### src/rtl/irqc_pkg.sv
package irqc_pkg;
  // Strobes from control to datapath
  typedef struct packed {
    logic latchVec;  // capture the winning vector this cycle
  } irqcStrb_t;
endpackage

### src/rtl/irqc_edge.sv
module irqc_edge #(
  parameter int NUM_SRC     = 8,
  parameter int SYNC_STAGES = 2
) (
  input  logic               clk,
  input  logic               rstN,
  input  logic [NUM_SRC-1:0] reqIn,
  output logic [NUM_SRC-1:0] fallPulse
);
  logic [NUM_SRC-1:0] syncQ [SYNC_STAGES];
  logic [NUM_SRC-1:0] prevQ;

  generate
    for (genvar s = 0; s < SYNC_STAGES; s++) begin : gStage
      always_ff @(posedge clk) begin
        if (!rstN) syncQ[s] <= '1;
        else if (s == 0) syncQ[s] <= reqIn;
        else syncQ[s] <= syncQ[(s == 0) ? 0 : s-1];
      end
    end
  endgenerate

  always_ff @(posedge clk) begin
    if (!rstN) prevQ <= '1;
    else       prevQ <= syncQ[SYNC_STAGES-1];
  end

  assign fallPulse = prevQ & ~syncQ[SYNC_STAGES-1];
endmodule

### src/rtl/irqc_datapath.sv
module irqc_datapath
  import irqc_pkg::*;
#(
  parameter int NUM_SRC  = 8,
  parameter int ADDR_W   = 10,
  parameter int VEC_BASE = 3,
  parameter int VEC_STEP = 3
) (
  input  logic               clk,
  input  logic               rstN,
  input  logic [NUM_SRC-1:0] fallPulse,
  input  logic               statWe,
  input  logic [NUM_SRC-1:0] statWdata,
  input  logic               maskWe,
  input  logic [NUM_SRC-1:0] maskWdata,
  input  irqcStrb_t          strb,
  output logic [NUM_SRC-1:0] statusQ,
  output logic [NUM_SRC-1:0] maskQ,
  output logic               pendAny,
  output logic [ADDR_W-1:0]  vecAddr
);
  localparam int VEC_LAST = VEC_BASE + VEC_STEP * (NUM_SRC - 1);

  logic [NUM_SRC-1:0] pendVec;
  logic [NUM_SRC-1:0] keepMask;
  logic [ADDR_W-1:0]  winVec;

  assign pendVec  = statusQ & maskQ;
  assign pendAny  = |pendVec;
  assign keepMask = statWe ? statWdata : '1;

  // Lowest-numbered pending source wins
  always_comb begin
    int winIdx;
    winIdx = 0;
    for (int i = NUM_SRC - 1; i >= 0; i--) begin
      if (pendVec[i]) winIdx = i;
    end
    winVec = ADDR_W'(VEC_BASE + VEC_STEP * winIdx);
  end

  always_ff @(posedge clk) begin
    if (!rstN) begin
      statusQ <= '0;
      maskQ   <= '0;
      vecAddr <= '0;
    end else begin
      statusQ <= (statusQ & keepMask) | (fallPulse & maskQ);
      if (maskWe) maskQ <= maskWdata;
      if (strb.latchVec) vecAddr <= winVec;
    end
  end

  // a flag may only appear where the mask allowed it
  a_r3_mask_gate: assert property (@(posedge clk) disable iff (!rstN)
    (statusQ & ~$past(statusQ) & ~$past(maskQ)) == '0);

  // a latched vector lies on the three-word grid
  a_r6_vec_grid: assert property (@(posedge clk) disable iff (!rstN)
    strb.latchVec |=> (int'(vecAddr) >= VEC_BASE && int'(vecAddr) <= VEC_LAST
                       && ((int'(vecAddr) - VEC_BASE) % VEC_STEP) == 0));
endmodule

### src/rtl/irqc_control.sv
module irqc_control
  import irqc_pkg::*;
(
  input  logic      clk,
  input  logic      rstN,
  input  logic      eniStb,
  input  logic      disiStb,
  input  logic      retiStb,
  input  logic      pendAny,
  output irqcStrb_t strb,
  output logic      takeIrq,
  output logic      saveStb,
  output logic      restoreStb,
  output logic      inService
);
  logic globalEn;
  logic canTake;

  assign canTake       = globalEn && !inService && pendAny;
  assign strb.latchVec = canTake;

  always_ff @(posedge clk) begin
    if (!rstN) begin
      globalEn   <= 1'b0;
      inService  <= 1'b0;
      takeIrq    <= 1'b0;
      saveStb    <= 1'b0;
      restoreStb <= 1'b0;
    end else begin
      if (disiStb)     globalEn <= 1'b0;
      else if (eniStb) globalEn <= 1'b1;
      takeIrq    <= canTake;
      saveStb    <= canTake;
      restoreStb <= inService && retiStb;
      if (canTake)                    inService <= 1'b1;
      else if (inService && retiStb)  inService <= 1'b0;
    end
  end

  // no take while a routine is in service
  a_r8_no_nest: assert property (@(posedge clk) disable iff (!rstN)
    inService |=> !takeIrq);

  // a take requires the global enable
  a_r5_take_needs_en: assert property (@(posedge clk) disable iff (!rstN)
    takeIrq |-> $past(globalEn));

  // restore only follows a return during service
  a_r9_restore_src: assert property (@(posedge clk) disable iff (!rstN)
    restoreStb |-> $past(inService && retiStb));

  // a take enters service at once
  a_r6_take_enters: assert property (@(posedge clk) disable iff (!rstN)
    takeIrq |-> inService);
endmodule

### src/rtl/irq_vector_ctrl.sv
module irq_vector_ctrl
  import irqc_pkg::*;
#(
  parameter int NUM_SRC     = 8,
  parameter int ADDR_W      = 10,
  parameter int VEC_BASE    = 3,
  parameter int VEC_STEP    = 3,
  parameter int SYNC_STAGES = 2
) (
  input  logic               clk,
  input  logic               rstN,
  input  logic [NUM_SRC-1:0] irqIn,
  input  logic               eniStb,
  input  logic               disiStb,
  input  logic               retiStb,
  input  logic               statWe,
  input  logic [NUM_SRC-1:0] statWdata,
  output logic [NUM_SRC-1:0] statRdata,
  input  logic               maskWe,
  input  logic [NUM_SRC-1:0] maskWdata,
  output logic [NUM_SRC-1:0] maskRdata,
  output logic               takeIrq,
  output logic [ADDR_W-1:0]  vecAddr,
  output logic               saveStb,
  output logic               restoreStb,
  output logic               inService
);
  logic [NUM_SRC-1:0] fallPulse;
  logic               pendAny;
  irqcStrb_t          strb;

  irqc_edge #(.NUM_SRC(NUM_SRC), .SYNC_STAGES(SYNC_STAGES)) u_edge (
    .clk(clk), .rstN(rstN), .reqIn(irqIn), .fallPulse(fallPulse));

  irqc_datapath #(.NUM_SRC(NUM_SRC), .ADDR_W(ADDR_W),
                  .VEC_BASE(VEC_BASE), .VEC_STEP(VEC_STEP)) u_dp (
    .clk(clk), .rstN(rstN), .fallPulse(fallPulse),
    .statWe(statWe), .statWdata(statWdata),
    .maskWe(maskWe), .maskWdata(maskWdata), .strb(strb),
    .statusQ(statRdata), .maskQ(maskRdata), .pendAny(pendAny),
    .vecAddr(vecAddr));

  irqc_control u_ctl (
    .clk(clk), .rstN(rstN), .eniStb(eniStb), .disiStb(disiStb),
    .retiStb(retiStb), .pendAny(pendAny), .strb(strb),
    .takeIrq(takeIrq), .saveStb(saveStb), .restoreStb(restoreStb),
    .inService(inService));
endmodule

### config.mk
export PLATFORM = sky130hd
export DESIGN_NAME = irq_vector_ctrl
export DESIGN_NICKNAME = d
export VERILOG_FILES = /design/src/rtl/irqc_pkg.sv /design/src/rtl/irqc_edge.sv /design/src/rtl/irqc_datapath.sv /design/src/rtl/irqc_control.sv /design/src/rtl/irq_vector_ctrl.sv
export SDC_FILE = /design/constraint.sdc
export NUM_CORES = 1
export LEC_CHECK = 0
export BUFFER_PORTS_ARGS = -buffer_cell sky130_fd_sc_hd__buf_2
export CAP_MARGIN = 10
export CELL_PAD_IN_SITES_DETAIL_PLACEMENT = 2
export CELL_PAD_IN_SITES_GLOBAL_PLACEMENT = 2
export CORE_MARGIN = 1.5
export CORE_UTILIZATION = 33
export CTS_CLUSTER_SIZE = 20
export DETAILED_ROUTE_END_ITERATION = 6
export GPL_ROUTABILITY_DRIVEN = 0
export GPL_TIMING_DRIVEN = 0
export PLACE_DENSITY = 0.95
export SYNTH_ARGS = -nofsm -noshare
export SYNTH_HDL_FRONTEND = slang
export SYNTH_SLANG_ARGS = --single-unit
### constraint.sdc
create_clock -name clk -period 4.99 [get_ports clk]
set_input_delay 0 -clock clk [delete_from_list [all_inputs] [get_ports clk]]
set_output_delay 0 -clock clk [all_outputs]
set_load 0.02 [all_outputs]
==> metrics <==
CTS H-Tree Depth 2; worst skew pair latency 0.32 ns; worst setup margin 2.42 ns; fraction of registers with async set/reset 0%; TritonRoute pass-1 iters 4; maximum vdd ir drop 0.000155 V; Pwr Density 287 nW/um^2; Static Leak 1.20 nW; CTS buffer count 5; routed len/inst 18.7 um; vias in the first global route 1915; Arr. time, crit path 2.76 ns; mapped cell area 1940 um^2; CTS max path bufs 2; clk root buf clkbuf_8; drt drc 0; dpl ws 2.53 ns; die width 79.7 um; Mean Syn Cell Area 10.5 um^2; setup violators final 0; CP Capture Type register; largest net degree at the start of global routing 17; Layout Skew 0.0119 ns; Worst Path Max Fanout 5; Syn-to-layout area delta 37.9%; CTS sink count 50; # IOs 61; Worst slew margin 50.6%; number of flops mapped to enable cells by yosys 0; final critical-path required period 2.57 ns; Worst EP required 5.19 ns; Worst setup SP type register; Fill cells 620; Synth Instances 185; final WL 6510 um; FF-to-FF path depth 9; Hold Path Depth 3; total global-route track usage 22.4%; sequential cell area fraction in the yosys report 51.5%; Post-synth top flop dfxtp_1; Avg Vias per Cell 4.83; synth warn 0; Yosys reg bits 50; Fin. Hold Viols 1; Storage cell area 1000 um^2; Initial Util 34.6%; Die ar. 6350 um^2; vias 1687; Setup TNS 0 ns; Rows 27; critical path type reg -> reg; core area 5610 um^2; post-CTS setup-driven buffer insertion count 0; IO buf count 55; GRT overflow 0; Max-cap violations 0; Nets 312; RSZ-0062 raised after global routing false; CTS tree yes; number of distinct library cells after synthesis 35; Worst-Margin Slew 0.741 ns; DP HPWL 4070 um; outcome complete, but fails checks; Highest Clock Rate 390 MHz; first-pass GRT wire length 10400 um; Routed Antenna Nets 0; Final Max Tran Viols 0; Starting DRT DRC Count 49; worst hold margin -0.0150 ns; area taken by multi-input logic gates 870 um^2; antenna violations before repair 0; die height 79.7 um; clk slew on worst S/H paths 0.11 ns; Diodes inserted 0; layout cells sized above 1 30.3%; Worst Hold Class in -> reg; failing checks hold timing; final period utilization 51.4%
kinds of logic after synthesis:
kind of cell | Yosys count | synth area share [%]
mux | 9 | 4.64
buf+inv | 15 | 4.25
flops | 50 | 51.5
simple gates | 66 | 18.8
other cells | 1 | 0.193
fa+ha+maj | 5 | 3.61
compound gates | 37 | 16.1
xor+xnor | 2 | 0.902
critical path: stages (launching register included):
cell and delay (ns):
dfxtp_1 0.45, nand2_1 0.12, o211ai_1 0.38, nand2_1 0.26, a22oi_4 0.27, xnor2_1 0.16
fa_1 0.48, a21o_1 0.21, nand3_2 0.07, a21oi_1 0.06
final timing paths:
check | startpoint | end | slack [ns]
setup / recovery | u_dp.maskQ[7] | u_dp.vecAddr[5] | 2.42
hold / removal | maskWdata[4] | u_dp.maskQ[4] | -0.01
setup reg to reg | u_dp.maskQ[7] | u_dp.vecAddr[5] | 2.42
hold reg to reg | u_edge.syncQ[0][1] | u_edge.syncQ[1][1] | 0.43
cell usage after synthesis (all sizes together) (3+ instances only):
library cell / instances / area [um^2]
clkbuf: 4 / 15.0
inv: 3 / 11.3
dfxtp: 50 / 1000
o211ai: 6 / 45.0
nand2: 11 / 41.3
a22oi: 5 / 80.1
o21ai: 8 / 40.0
buf: 7 / 52.6
a211oi: 3 / 37.5
ha: 4 / 50.1
nand2b: 27 / 169
mux2i: 9 / 90.1
nor2: 15 / 63.8
a21oi: 9 / 45.0
nand3b: 5 / 37.5
state kept, by name (all words and copies together), names as in the netlist:
name              flops
u_dp.vecAddr          6
u_dp.statusQ          8
u_ctl.inService       1
u_ctl.restoreStb      1
u_dp.maskQ            8
u_edge.prevQ          8
u_edge.syncQ         16
u_ctl.globalEn        1
u_ctl.takeIrq         1
per-layer routing:
| layer | part of all wire [%] | GRT usage [%] | wire length (um) | vias up |
|---|---|---|---|---|
| met5 | 0 | 0 | 0 | - |
| met4 | 2.8 | 8.07 | 184 | 0 |
| met1 | 40 | 24.4 | 2600 | 822 |
| met2 | 53 | 41.6 | 3450 | 51 |
| li1 | - | - | - | 799 |
| met3 | 4.2 | 5.26 | 273 | 15 |
power breakdown:
group | internal, mW | total (mW) | switching [mW]
combinational | 0.0388 | 0.0780 | 0.0392
sequential | 0.412 | 0.424 | 0.0117
clock | 0.115 | 0.266 | 0.152
total | 0.565 | 0.768 | 0.203
cell type report:
cell class,instances,area share (%)
Timing Repair Buffer,81,20.0
Sequential cell,50,37.4
Multi-Input combinational cell,123,32.5
Inverter,4,0.561
Clock inverter,2,0.607
Buffer,11,2.52
Clock buffer,6,3.08
Tap cell,72,3.36
what timing repair did:
item,in CTS,in global routing
resized for setup,0,0
endpoints found under the hold margin,28,0
hold buffers,26,0
through the flow:
stage          util (%)  cell area (um^2)  hold WS [ns]  instances  total power, mW
2_1_floorplan         -              1950        0.0793        188            0.463
3_3_place_gp       41.3              2320         0.166        315            0.488
3_5_place_dp       41.3              2320         0.181        315            0.492
4_1_cts            47.7              2680        0.0148        349            0.771
5_1_grt            47.7              2680       0.00307        349            0.796
6_report           47.7              2680       -0.0150        349            0.768
placed cells by master, fill, tap and decap left out, drive strengths merged, types with 3 or more instances in the layout:
master | Yosys | final
dlygate4sd3 | 0 | 26
inv | 3 | 4
o211ai | 6 | 6
buf | 7 | 62
o21ai | 8 | 8
a21oi | 9 | 9
nand3b | 5 | 5
nor2 | 15 | 15
nand2b | 27 | 27
dfxtp | 50 | 50
a22oi | 5 | 5
conb | 1 | 4
clkbuf | 4 | 10
mux2i | 9 | 9
nand2 | 11 | 11
ha | 4 | 4
a211oi | 3 | 3
(Power assumes the default switching activity.)
